`config.mk`:
```
export PLATFORM = sky130hd
export DESIGN_NAME = nic_ctrl
export DESIGN_NICKNAME = d
export VERILOG_FILES = /design/src/rtl/nic_pkg.sv /design/src/rtl/nic_prio_pick.sv /design/src/rtl/nic_req_latch.sv /design/src/rtl/nic_isr_track.sv /design/src/rtl/nic_cfg_regs.sv /design/src/rtl/nic_ctrl.sv
export SDC_FILE = /design/constraint.sdc
export NUM_CORES = 1
export LEC_CHECK = 0
export ABC_AREA = 1
export BUFFER_PORTS_ARGS = -buffer_cell sky130_fd_sc_hd__buf_4
export CORE_ASPECT_RATIO = 1.1
export CORE_MARGIN = 2
export CORE_UTILIZATION = 58
export CTS_CLUSTER_DIAMETER = 60
export DETAILED_ROUTE_END_ITERATION = 16
export GPL_ROUTABILITY_DRIVEN = 0
export HOLD_SLACK_MARGIN = 0.05
export PLACE_DENSITY = 0.83
export SETUP_SLACK_MARGIN = 0.1
export SYNTH_ARGS = -nofsm -noshare
export SYNTH_HDL_FRONTEND = slang
export SYNTH_HIERARCHICAL = 1
export SYNTH_SLANG_ARGS = --single-unit
```
`constraint.sdc`:
```
create_clock -name clk -period 2.8 [get_ports clk]
set_clock_uncertainty 0.05 [all_clocks]
set_input_delay 0.42 -clock clk [delete_from_list [all_inputs] [get_ports clk]]
set_output_delay 0.42 -clock clk [all_outputs]
set_load 0.05 [all_outputs]
```
`src/rtl/nic_pkg.sv`:
```
package nic_pkg;
  localparam int NIC_LEVELS = 8;
  localparam int NIC_DATA_W = 8;
  localparam int NIC_ADDR_W = 2;
  localparam logic [NIC_DATA_W-1:0] NIC_EOI_CODE = 8'h20;

  typedef enum logic [NIC_ADDR_W-1:0] {
    NIC_A_CMD  = 2'd0,
    NIC_A_MASK = 2'd1,
    NIC_A_BASE = 2'd2,
    NIC_A_ISR  = 2'd3
  } nic_addr_e;
endpackage

```
`src/rtl/nic_prio_pick.sv`:
```
module nic_prio_pick #(
  parameter int N = 8,
  localparam int LW = $clog2(N)
) (
  input  logic [N-1:0]  vec,
  output logic          valid,
  output logic [LW-1:0] idx,
  output logic [N-1:0]  onehot
);
  logic [N-1:0] below;

  genvar g;
  generate
    for (g = 0; g < N; g++) begin : g_chain
      if (g == 0) begin : g_first
        assign below[g] = 1'b0;
      end else begin : g_rest
        assign below[g] = below[g-1] | vec[g-1];
      end
      assign onehot[g] = vec[g] & ~below[g];
    end
  endgenerate

  assign valid = |vec;

  always_comb begin
    idx = '0;
    for (int i = 0; i < N; i++) begin
      if (onehot[i]) idx = LW'(i);
    end
  end
endmodule

```
`src/rtl/nic_req_latch.sv`:
```
module nic_req_latch #(
  parameter int N = 8
) (
  input  logic         clk,
  input  logic         rst,
  input  logic [N-1:0] irq_in,
  input  logic [N-1:0] clr,
  output logic [N-1:0] req
);
  logic [N-1:0] irq_q;
  logic [N-1:0] rise;

  assign rise = irq_in & ~irq_q;

  always_ff @(posedge clk) begin
    if (rst) begin
      irq_q <= '0;
      req   <= '0;
    end else begin
      irq_q <= irq_in;
      req   <= (req & ~clr) | rise;
    end
  end

  // a pending bit never disappears unless it was cleared by an acknowledge
  a_r2_req_holds: assert property (@(posedge clk) disable iff (rst)
    1'b1 |=> ((($past(req) & ~$past(clr)) & ~req) == '0));
endmodule

```
`src/rtl/nic_isr_track.sv`:
```
module nic_isr_track #(
  parameter int N = 8,
  localparam int LW = $clog2(N)
) (
  input  logic          clk,
  input  logic          rst,
  input  logic          set_en,
  input  logic [N-1:0]  set_onehot,
  input  logic          eoi,
  output logic [N-1:0]  isr,
  output logic          top_valid,
  output logic [LW-1:0] top_idx
);
  logic [N-1:0] top_onehot;
  logic [N-1:0] clr_mask;
  logic [N-1:0] set_mask;

  nic_prio_pick #(.N(N)) u_top (
    .vec    (isr),
    .valid  (top_valid),
    .idx    (top_idx),
    .onehot (top_onehot)
  );

  assign clr_mask = eoi    ? top_onehot : '0;
  assign set_mask = set_en ? set_onehot : '0;

  always_ff @(posedge clk) begin
    if (rst) isr <= '0;
    else     isr <= (isr & ~clr_mask) | set_mask;
  end

  // end-of-service retires exactly one level when any is in service
  a_r8_eoi_retires_one: assert property (@(posedge clk) disable iff (rst)
    (eoi && !set_en && top_valid) |=> ($countones(isr) == $past($countones(isr)) - 1));

  // end-of-service with nothing in service leaves the register alone
  a_r8_eoi_empty: assert property (@(posedge clk) disable iff (rst)
    (eoi && !set_en && !top_valid) |=> (isr == '0));

  // an acknowledge adds a level that was not yet in service
  a_r6_ack_adds: assert property (@(posedge clk) disable iff (rst)
    (set_en && !eoi) |=> ($countones(isr) == $past($countones(isr)) + 1));
endmodule

```
`src/rtl/nic_cfg_regs.sv`:
```
module nic_cfg_regs
  import nic_pkg::*;
#(
  parameter int N  = 8,
  parameter int DW = 8,
  parameter int AW = 2,
  localparam int LW = $clog2(N)
) (
  input  logic          clk,
  input  logic          rst,
  input  logic          cfg_we,
  input  logic [AW-1:0] cfg_addr,
  input  logic [DW-1:0] cfg_wdata,
  input  logic [N-1:0]  req,
  input  logic [N-1:0]  isr,
  output logic [N-1:0]  mask,
  output logic [DW-1:0] base,
  output logic          eoi,
  output logic [DW-1:0] cfg_rdata
);
  localparam logic [N-1:0]  MASK_RST = '1;
  localparam logic [DW-1:0] BASE_KEEP = {{(DW-LW){1'b1}}, {LW{1'b0}}};

  assign eoi = cfg_we && (cfg_addr == AW'(NIC_A_CMD)) && (cfg_wdata == NIC_EOI_CODE);

  always_ff @(posedge clk) begin
    if (rst) begin
      mask      <= MASK_RST;
      base      <= '0;
      cfg_rdata <= '0;
    end else begin
      if (cfg_we && cfg_addr == AW'(NIC_A_MASK)) mask <= cfg_wdata[N-1:0];
      if (cfg_we && cfg_addr == AW'(NIC_A_BASE)) base <= cfg_wdata & BASE_KEEP;
      case (cfg_addr)
        AW'(NIC_A_CMD):  cfg_rdata <= DW'(req);
        AW'(NIC_A_MASK): cfg_rdata <= DW'(mask);
        AW'(NIC_A_BASE): cfg_rdata <= base;
        default:         cfg_rdata <= DW'(isr);
      endcase
    end
  end
endmodule

```
`src/rtl/nic_ctrl.sv`:
```
module nic_ctrl
  import nic_pkg::*;
#(
  parameter int N  = NIC_LEVELS,
  parameter int DW = NIC_DATA_W,
  parameter int AW = NIC_ADDR_W,
  localparam int LW = $clog2(N)
) (
  input  logic          clk,
  input  logic          rst,
  input  logic [N-1:0]  irq_in,
  input  logic          cfg_we,
  input  logic [AW-1:0] cfg_addr,
  input  logic [DW-1:0] cfg_wdata,
  output logic [DW-1:0] cfg_rdata,
  input  logic          inta,
  output logic          intr,
  output logic [DW-1:0] vector
);
  logic [N-1:0]  req, mask, isr, cand, cand_onehot, req_clr;
  logic [DW-1:0] base;
  logic          eoi, cand_valid, isr_valid, fwd, ack;
  logic [LW-1:0] cand_idx, isr_idx;

  nic_cfg_regs #(.N(N), .DW(DW), .AW(AW)) u_regs (
    .clk       (clk),
    .rst       (rst),
    .cfg_we    (cfg_we),
    .cfg_addr  (cfg_addr),
    .cfg_wdata (cfg_wdata),
    .req       (req),
    .isr       (isr),
    .mask      (mask),
    .base      (base),
    .eoi       (eoi),
    .cfg_rdata (cfg_rdata)
  );

  nic_req_latch #(.N(N)) u_req (
    .clk    (clk),
    .rst    (rst),
    .irq_in (irq_in),
    .clr    (req_clr),
    .req    (req)
  );

  assign cand = req & ~mask;

  nic_prio_pick #(.N(N)) u_pick (
    .vec    (cand),
    .valid  (cand_valid),
    .idx    (cand_idx),
    .onehot (cand_onehot)
  );

  nic_isr_track #(.N(N)) u_isr (
    .clk        (clk),
    .rst        (rst),
    .set_en     (ack),
    .set_onehot (cand_onehot),
    .eoi        (eoi),
    .isr        (isr),
    .top_valid  (isr_valid),
    .top_idx    (isr_idx)
  );

  assign fwd     = cand_valid && (!isr_valid || (cand_idx < isr_idx));
  assign ack     = inta && fwd;
  assign req_clr = ack ? cand_onehot : '0;

  always_ff @(posedge clk) begin
    if (rst) begin
      intr   <= 1'b0;
      vector <= '0;
    end else begin
      intr <= inta ? 1'b0 : fwd;
      if (ack) vector <= base | DW'(cand_idx);
    end
  end

  // the request line drops on the acknowledge edge
  a_r5_intr_drop: assert property (@(posedge clk) disable iff (rst)
    inta |=> !intr);

  // a returned vector carries the programmed base in its upper bits
  a_r9_vec_base: assert property (@(posedge clk) disable iff (rst)
    ack |=> (vector[DW-1:LW] == $past(base[DW-1:LW])));

  // the acknowledged level leaves the pending register
  a_r6_pending_cleared: assert property (@(posedge clk) disable iff (rst)
    ack |=> ((req & $past(cand_onehot)) == '0 || $past(irq_in & cand_onehot) != '0));
endmodule

```
==> out/results.tsv, run 1 <==
stage	metric	value	unit
synth	Synth Cell Area	0.002988	mm^2
synth	Seq/Total Area, Yosys	0.3618	
die	initial core utilization	0.5976	
sta	final hold violations	0	
placement	PortBufs	38	
sta	Post-Route Setup TNS	0	ps
sta	Final Critical Period	2490	ps
clock_network	Num CTS Buffers	5	
power	P_leak	1.612	nW
routing	Via Count	2674	
die	Die H	79.28	um
global_routing	met1 usage in global routing	0.2616	
synth	top_reg_cell synth	dfxtp_1	
setup_path	Critical Path Start Type	flop	
clock_network	Post-CTS Hold Fix Bufs	0	
placement	Inst Count DP	517	
final_layout	Design Area, Final	0.003319	mm^2
run	max-capacitance violation count	0	
global_routing	global-route usage over all layers	0.2335	
synth	Post-synth EDFFs	0	
synth	most common cell in the netlist	inv_1	
clock_network	H-tree depth	2	
setup_path	CP bufs+invs	4	
global_routing	Overflow after GRT	0	
clock_network	Clock Root Buffer	clkbuf_8	
final_layout	post-layout util	0.6639	
global_routing	GR Util met3	0.04695	
clock_network	CTS tree	built	
die	Row Count	27	
synth	synthesized flop and latch total	54	
power	P_sw	508.1	uW
global_routing	largest net degree at the start of global routing	30	
placement	Post-DP Area	0.003202	mm^2
sta	Hold Worst Slack	271.8	ps
power	peak supply drop	0.3481	mV
power	Power Total	1.623	mW
synth	Ys Warns	6	
synth	Commonest cells post-synth	93 x inv_1, 90 x nand2_1, 63 x nor2_1	
power	PwrDens	489.1	mW/mm^2
sta	Max Freq	401.6	MHz
setup_path	reg2reg setup slack	310	ps
die	Ports	39	
routing	DR WL/cell	12.04	um
power	Reg power frac	0.519	
clock_network	worst skew pair latency	300	ps
clock_network	clock slew at reported path FFs	90	ps
setup_path	Worst Reg-to-Reg Cells	19	
worst_hold_path	WHS Path Cells	3	
clock_network	buffers from clock root to sink, at most	2	
final_layout	Finished Layout Cells	528	
setup_path	CP Data Arrival Time	2650	ps
final_layout	Antenna Diode Count	0	
setup_path	critical path class	reg -> reg	
setup_path	nature of the critical path endpoint	flop	
worst_hold_path	Hold WC Path Type	in -> reg	
final_layout	area of the multi-input gates	0.001385	mm^2
routing	Avg Vias per Cell	5.064	
sta	worst slew pin tran	622.2	ps
synth	Area contributors post-synth	dfxtp_1 36%, inv_1 12%, nand2_1 11%	
synth	Async SR Flop Fraction	0	
synth	syn avg cell area	6.822	um^2
power	Switching Share	0.3130	
die	Core Footprint	0.005000	mm^2
setup_path	CP dominant cell by count	nor2_1	
die	Die X	72.44	um
setup_path	CP top delay family	simple AND/OR/NAND/NOR gates	
final_layout	layout cells sized above 1	0.1872	
sta	max-slew violations	0	
sta	RSZ-0062 raised after global routing	false	
routing	post-route antenna net violation count	0	
global_routing	M2 GR Usage	0.4275	
power	Internal	1.115	mW
sta	slew margin rel.	0.5837	
setup_path	Slowest cell on crit path	dfxtp_1	
synth	cell taking the most area after synthesis	dfxtp_1	
routing	drt first pass iters	4	
sta	crit path setup slack, layout	310.1	ps
synth	top-area cell type share of the netlist area	0.3618	
setup_path	critical path peak fanout	10	
clock_network	clock sink total	54	
setup_path	Crit path depth	19	
global_routing	initial antenna violation count	0	
power	Gate power share	0.223	
placement	DP Worst Slack	183.3	ps
sta	period utilization	0.8893	
outcome	status	complete, no violations	
power	Clock Power Share	0.258	
setup_path	Worst path max stage delay	350	ps
routing	drt drc	0	
global_routing	first-pass GRT wire length	10580	um
global_routing	vias in the first global route	2468	
synth	Unique masters post-synth	32	
final_layout	area delta synth->final	11.10	%
setup_path	critical path cell sequence	inv_1, nor2_1, nor2_4, nand4_1, nor2_1, nor2_1, nand2_1, ha_1, nand2_1, inv_1, nand2_2, nand2_2, nand2_4, nand3_4, buf_4, nor2_1, inv_1, nand3_1, nand2_1	
routing	Iter 0 DRT Violations	140	
final_layout	nets	493	
routing	Post-Route WL	6355	um
final_layout	Fillers	462	
placement	DP HPWL	4799	um
sta	final number of setup-violating endpoints	0	
setup_path	required time worst endpoint	2960	ps
die	Die ar.	0.005742	mm^2
synth	Post-Syn Instances	438	
final_layout	Reg area	0.001081	mm^2
global_routing	most used routing layer	met2	
==> tightest hold or removal path, cell delays in order <==
cell and delay [ps]:
buf_4 80, nand2_1 40, nand3_1 60
==> cells in the final DEF (no fill, tap or decap), drive strengths merged <==
| master | count |
|---|---|
| nand2 | 97 |
| inv | 96 |
| nor2 | 71 |
| dfxtp | 54 |
| nand3 | 49 |
| buf | 42 |
| nand4 | 20 |
| a21oi | 14 |
| o21ai | 7 |
| clkbuf | 6 |
| conb | 3 |
| clkinv | 3 |
| ha | 2 |
| nor3 | 2 |
| a41oi | 2 |
| clkinvlp | 1 |
| nand3b | 1 |
==> state kept, by name (all words and copies together), names as in the netlist <==
register and flops:
u_req/req 8, u_regs/base 5, u_regs/mask 8, u_req/irq_q 8
intr 1, u_regs/cfg_rdata 8, u_isr/isr 8, vector 8
==> repair_timing <==
item                                    in CTS  in global routing
resized for setup                            0                  3
buffers inserted                             0                  3
endpoints found under the setup margin       0                 16
==> cells by family after synthesis <==
| family | share of synthesized area |
|---|---|
| AND/OR/NAND/NOR | 0.4075 |
| buffers and inverters | 0.1788 |
| AO/OA/AOI/OAI | 0.04229 |
| flip-flops | 0.3618 |
| adder cells (fa/ha/maj) | 0.008374 |
| other | 0.001255 |
==> per-layer routing <==
layer / wire length (um) / vias up / share of wire
li1: - / 1390 / -
met1: 2652 / 1181 / 0.42
met2: 3210 / 87 / 0.51
met3: 330 / 16 / 0.052
met4: 161 / 0 / 0.025
met5: 0 / - / 0
==> power by group through the flow <==
stage	logic, mW	clock network, mW	registers, mW
finish	0.363	0.419	0.842
global placement	0.343	0	0.858
floorplan	0.208	0	0.922
global route	0.400	0.457	0.847
detailed placement	0.353	0	0.860
CTS	0.355	0.432	0.842
==> worst paths after layout <==
path | from | to
setup / recovery | u_req/req[2] | u_req/req[5]
hold / removal | cfg_wdata[1] | u_regs/mask[1]
setup reg to reg | u_req/req[2] | u_req/req[5]
hold reg to reg | u_req/irq_q[7] | u_req/req[7]
==> layout make-up <==
type / count / share of cell area
Inverter: 98 / 0.1142
Multi-Input combinational cell: 268 / 0.4173
Timing Repair Buffer: 42 / 0.09499
Clock inverter: 2 / 0.004146
Clock buffer: 6 / 0.02186
Sequential cell: 54 / 0.3257
Tap cell: 58 / 0.02186
Power figures use the tool's default switching activity.
==> run 2: changes to the inputs <==
--- a/config.mk
+++ b/config.mk
@@ -9,12 +9,14 @@
 export BUFFER_PORTS_ARGS = -buffer_cell sky130_fd_sc_hd__buf_4
 export CORE_ASPECT_RATIO = 1.1
 export CORE_MARGIN = 2
-export CORE_UTILIZATION = 58
+export CORE_UTILIZATION = 60
+export CTS_BUF_LIST = sky130_fd_sc_hd__clkbuf_8
 export CTS_CLUSTER_DIAMETER = 60
 export DETAILED_ROUTE_END_ITERATION = 16
 export GPL_ROUTABILITY_DRIVEN = 0
 export HOLD_SLACK_MARGIN = 0.05
-export PLACE_DENSITY = 0.83
+export PLACE_DENSITY = 0.85
+export REMOVE_ABC_BUFFERS = 1
 export SETUP_SLACK_MARGIN = 0.1
 export SYNTH_ARGS = -nofsm -noshare
 export SYNTH_HDL_FRONTEND = slang
==> constraint.sdc (replaced) <==
create_clock -name clk -period 2.31 [get_ports clk]
set_clock_uncertainty 0.05 [all_clocks]
set_input_delay 0.3465 -clock clk [delete_from_list [all_inputs] [get_ports clk]]
set_output_delay 0.3465 -clock clk [all_outputs]
set_load 0.05 [all_outputs]
==> run 2 against run 1 <==
Utilization increased by 8.8 points; register-to-register slack got worse by 280 ps; sequential cell count unchanged; sequential power increased by 21%; worst hold slack got worse by 81 ps; critical endpoint is now u_isr/isr[7]; cell count increased by 1.9%; critical path depth decreased by 2; routed wire length increased by 15%; worst setup slack got worse by 280 ps; clock power increased by 25%.
==> out/results.tsv, run 2 (same netlist as run 1, synthesis figures left out) <==
stage	metric	value	unit
outcome	status	complete, no violations	
final_layout	Antenna Diode Count	0	
global_routing	initial antenna violation count	0	
final_layout	nets	506	
worst_hold_path	hold endpoint	u_regs/mask[1]	
clock_network	Post-CTS Hold Fix Bufs	0	
sta	max-slew violations	0	
sta	period utilization	0.9884	
routing	DR WL/cell	13.58	um
clock_network	Num CTS Buffers	5	
sta	Max Freq	438.0	MHz
setup_path	critical path peak fanout	8	
die	Die ar.	0.005561	mm^2
die	Die X	71.29	um
clock_network	clock slew at reported path FFs	100	ps
power	P_leak	1.672	nW
final_layout	leading cell type in the layout, fill and taps excluded	nand2_1	
setup_path	Slowest cell on crit path	dfxtp_4	
routing	Via Count	2842	
global_routing	first-pass GRT wire length	11270	um
worst_hold_path	hold wc startpoint	cfg_wdata[1]	
die	Ports	39	
sta	Final Critical Period	2283	ps
sta	final number of setup-violating endpoints	0	
final_layout	area delta synth->final	18.72	%
routing	drt first pass iters	6	
final_layout	layout cells sized above 1	0.2905	
die	Die H	78.01	um
routing	Post-Route WL	7305	um
global_routing	Overflow after GRT	0	
clock_network	CTS tree	built	
setup_path	required time worst endpoint	2510	ps
setup_path	Critical Path Start Type	flop	
setup_path	Worst path max stage delay	370	ps
sta	final hold violations	0	
sta	slew margin rel.	0.5775	
routing	Iter 0 DRT Violations	192	
placement	DP HPWL	4864	um
setup_path	CP Data Arrival Time	2480	ps
final_layout	most frequent cells in the layout	85 x nand2_1, 84 x inv_1, 53 x buf_4	
setup_path	nature of the critical path endpoint	flop	
placement	DP Worst Slack	15.04	ps
routing	drt drc	0	
worst_hold_path	WHS Path Cells	3	
global_routing	largest net degree at the start of global routing	22	
setup_path	r2r endpoint	u_isr/isr[7]	
power	Power Total	2.039	mW
clock_network	buffers from clock root to sink, at most	2	
final_layout	post-layout util	0.7520	
final_layout	Finished Layout Cells	538	
final_layout	Design Area, Final	0.003547	mm^2
routing	post-route antenna net violation count	0	
clock_network	worst skew pair latency	310	ps
clock_network	H-tree depth	2	
die	Row Count	26	
global_routing	vias in the first global route	2585	
setup_path	critical path class	reg -> reg	
setup_path	critical path cell sequence	inv_4, nor2_4, nor2_4, nand4_1, nor2_2, nor2_1, nand2_2, ha_4, nand2_2, inv_2, nand2_2, nand2_2, nand2_4, nand3_4, clkinvlp_4, nand2_1, a21oi_2	
power	PwrDens	574.9	mW/mm^2
sta	crit path setup slack, layout	26.75	ps
setup_path	FF-to-FF Start	u_req/req[0]	
placement	Inst Count DP	521	
global_routing	global-route usage over all layers	0.2512	
setup_path	CP dominant cell by count	nand2_2	
worst_hold_path	Hold WC Path Type	in -> reg	
setup_path	reg2reg setup slack	30	ps
clock_network	Clock Root Buffer	clkbuf_8	
run	max-capacitance violation count	0	
placement	PortBufs	38	
routing	Avg Vias per Cell	5.283	
die	initial core utilization	0.6334	
clock_network	clock sink total	54	
power	peak supply drop	0.4391	mV
setup_path	Worst Reg-to-Reg Cells	17	
die	Core Footprint	0.004717	mm^2
placement	Post-DP Area	0.003244	mm^2
setup_path	Setup crit start	u_req/req[0]	
sta	worst slew pin tran	631.4	ps
sta	RSZ-0062 raised after global routing	true	
==> run 2: cell types whose count changed in the layout (fill, tap and decap cells not counted), moves of 7 or more <==
cell	delta
dfxtp_2	+8
dfxtp_1	-10
inv_2	+7
nor2_1	-9
inv_1	-8
buf_4	+11
==> run 2: repair_timing <==
| item | in CTS | in global routing |
|---|---|---|
| pin swaps | 0 | 22 |
| setup endpoints to repair | 16 | 25 |
| buffers inserted | 0 | 9 |
| gates cloned | 1 | 0 |
| resized for setup | 9 | 43 |
==> run 2: worst max-delay path by stage <==
stage / slack (ps) / cells after the start / endpoint
2_1_floorplan: 60 / 17 / u_isr/isr[0]
3_3_place_gp: 150 / 17 / u_isr/isr[7]
3_5_place_dp: 20 / 17 / u_isr/isr[1]
4_1_cts: 110 / 18 / u_req/req[5]
5_1_grt: -90 / 17 / u_isr/isr[7]
6_report: 30 / 17 / u_isr/isr[7]
==> run 2: area by class of cell <==
type,instances,area (um^2)
clock buffer,5,68.82
fill,334,1170
clock inverter,2,15.01
tap,56,70.07
timing repair buffer,54,409.1
multi-input combinational,269,1504
inverter,98,381.6
sequential,54,1099
==> run 2: critical path, delay by kind of cell, from the launching register on <==
family	cells	cell delay (ps)
compound gates	1	160
fa+ha+maj	1	200
buf+inv	3	290
flops	1	370
simple gates	12	1150
==> run 2: where the power goes <==
part	switching [mW]	internal [mW]
Sequential	0.0349	0.989
Clock	0.315	0.208
Combinational	0.321	0.172
==> run 2: stage by stage <==
stage / setup TNS [ps] / hold slack [ps]
finish: 0 / 191.0
global route: -588.9 / 200.1
CTS: 0 / 190.3
detailed placement: 0 / 411.5
global placement: 0 / 402.2
floorplan: 0 / 365.6
==> run 2: metal layers <==
| layer | track usage | part of all wire |
|---|---|---|
| met5 | 0 | 0 |
| met4 | 0.1075 | 0.030 |
| met3 | 0.04621 | 0.059 |
| met2 | 0.4324 | 0.50 |
| met1 | 0.3042 | 0.41 |
==> run 3: changes to the inputs <==
--- a/config.mk
+++ b/config.mk
@@ -16,6 +16,7 @@
 export GPL_ROUTABILITY_DRIVEN = 0
 export HOLD_SLACK_MARGIN = 0.05
 export PLACE_DENSITY = 0.85
+export RECOVER_POWER = 25
 export REMOVE_ABC_BUFFERS = 1
 export SETUP_SLACK_MARGIN = 0.1
 export SYNTH_ARGS = -nofsm -noshare
==> constraint.sdc (replaced) <==
create_clock -name clk -period 2.9 [get_ports clk]
set_clock_uncertainty 0.05 [all_clocks]
set_input_delay 0.435 -clock clk [delete_from_list [all_inputs] [get_ports clk]]
set_output_delay 0.435 -clock clk [all_outputs]
set_load 0.05 [all_outputs]
==> run 3 against run 2 <==
The flow now finishes with violations (max-capacitance violations); sequential share of layout area grew 1.7 points; critical endpoint is now u_isr/isr[2]; die area is the same; routed wire length shrank 13%; highest routed layer unchanged; non-clock buffer count shrank 16; sequential power shrank 20%; global-route usage shrank 1.7 points; combinational power shrank 30%; total power shrank 19%; count of clock-buffer cells in the layout is the same; worst hold slack gained 93 ps.
==> out/results.tsv, run 3 (same netlist as run 1, synthesis figures left out) <==
stage	metric	value	unit
setup_path	critical path class	reg -> reg	
outcome	failing checks	max-capacitance violations	
routing	Via Count	2679	
sta	Max Freq	395.2	MHz
global_routing	GR Util met3	0.04365	
power	peak supply drop	0.2941	mV
final_layout	leading cell type in the layout, fill and taps excluded	inv_1	
placement	DP HPWL	4739	um
routing	Avg Vias per Cell	5.132	
clock_network	Clock Root Buffer	clkbuf_8	
sta	max-slew violations	0	
die	Ports	39	
global_routing	Overflow after GRT	0	
clock_network	H-tree depth	2	
setup_path	CP Data Arrival Time	2700	ps
outcome	status	finished, violations left	
power	Clock Power Share	0.300	
worst_hold_path	Hold WC Path Type	in -> reg	
placement	DP Worst Slack	304.6	ps
setup_path	Critical Path Start Type	flop	
setup_path	CP top delay family	simple AND/OR/NAND/NOR gates	
power	PwrDens	499.5	mW/mm^2
final_layout	area delta synth->final	10.68	%
setup_path	Worst path max stage delay	380	ps
sta	worst slew pin tran	1495	ps
die	Core Footprint	0.004717	mm^2
global_routing	vias in the first global route	2470	
sta	final number of setup-violating endpoints	0	
sta	crit path setup slack, layout	369.4	ps
sta	final hold violations	0	
routing	DR WL/cell	12.17	um
die	Die H	78.01	um
sta	Post-Route Setup TNS	0	ps
power	Gate power share	0.208	
placement	PortBufs	38	
die	Die X	71.29	um
power	Reg power frac	0.491	
global_routing	global-route usage over all layers	0.2340	
final_layout	nets	489	
clock_network	setup bufs post-CTS	0	
global_routing	largest net degree at the start of global routing	30	
global_routing	most used routing layer	met2	
final_layout	most frequent cells in the layout	93 x inv_1, 90 x nand2_1, 61 x nor2_1	
setup_path	critical path peak fanout	17	
die	Die ar.	0.005561	mm^2
final_layout	layout cells sized above 1	0.1781	
die	initial core utilization	0.6334	
clock_network	worst skew pair latency	310	ps
global_routing	initial antenna violation count	0	
global_routing	M2 GR Usage	0.3917	
clock_network	buffers from clock root to sink, at most	2	
sta	Final Critical Period	2531	ps
clock_network	post-cts resize count	0	
final_layout	Antenna Diode Count	0	
global_routing	first-pass GRT wire length	10590	um
power	Internal	1.155	mW
clock_network	clock sink total	54	
power	Switching Share	0.3008	
setup_path	CP bufs+invs	2	
global_routing	met1 usage in global routing	0.2943	
sta	RSZ-0062 raised after global routing	false	
clock_network	CTS tree	built	
setup_path	nature of the critical path endpoint	flop	
setup_path	critical path cell sequence	nor2_1, nor2_4, nand2_4, a41oi_1, ha_1, nand2_1, inv_1, nand2_2, nand2_2, nand2_4, nand3_4, clkinvlp_4, nand2_1, a21oi_1	
clock_network	clock slew at reported path FFs	90	ps
routing	drt first pass iters	5	
clock_network	Post-CTS Hold Fix Bufs	0	
sta	slew margin rel.	0.003365	
routing	Post-Route WL	6355	um
routing	Iter 0 DRT Violations	157	
sta	period utilization	0.8726	
power	P_leak	1.601	nW
power	Power Total	1.652	mW
routing	drt drc	0	
run	max-capacitance violation count	1	
setup_path	required time worst endpoint	3070	ps
clock_network	Num CTS Buffers	5	
die	Row Count	26	
setup_path	Slowest cell on crit path	dfxtp_1	
routing	post-route antenna net violation count	0	
power	P_sw	496.8	uW
## run 3: layout make-up
cell class / count / area (um^2)
inverters: 98 / 379.1
multi-input cells: 268 / 1385
well taps: 56 / 70.07
repair buffers: 38 / 281.5
clock buffers: 5 / 68.82
flip-flops and latches: 54 / 1081
clock inverters: 3 / 41.29
fillers: 404 / 1410
## run 3: layer usage
metal	vias up	wire [um]
met2	90	3111
li1	1383	-
met5	-	0
met1	1192	2708
met4	0	118
met3	14	416
## run 3: power groups by stage
stage / Combinational [mW] / Clock (mW) / Sequential [mW]
after global routing: 0.378 / 0.534 / 0.817
after global placement: 0.333 / 0 / 0.826
final: 0.344 / 0.496 / 0.811
after floorplan: 0.164 / 0 / 0.891
after detailed placement: 0.340 / 0 / 0.829
after CTS: 0.341 / 0.504 / 0.811
## run 3: tightest hold or removal path, delay by kind of cell
kind / cells / cell delay [ps]
buffers and inverters: 1 / 80
AND/OR/NAND/NOR: 2 / 100
## run 3: worst paths after layout
path                       start              to  depth (start not counted)  slack, ps
hold / removal      cfg_wdata[1]  u_regs/mask[1]                          3        280
hold reg to reg   u_req/irq_q[2]    u_req/req[2]                          3        440
setup / recovery  u_regs/mask[1]    u_isr/isr[2]                         14        370
setup reg to reg  u_regs/mask[1]    u_isr/isr[2]                         14        370
## run 3: metrics by stage
| step | instance area, um^2 | utilization | hold slack, ps | cells |
|---|---|---|---|---|
| final | 3307 | 0.7011 | 284.5 | 522 |
| after global routing | 3307 | 0.7011 | 286.8 | 522 |
| after CTS | 3302 | 0.7000 | 285.7 | 522 |
| after detailed placement | 3192 | 0.6767 | 417.5 | 514 |
| after global placement | 3192 | 0.6767 | 399.7 | 514 |
| after floorplan | 2836 | - | 393.8 | 420 |
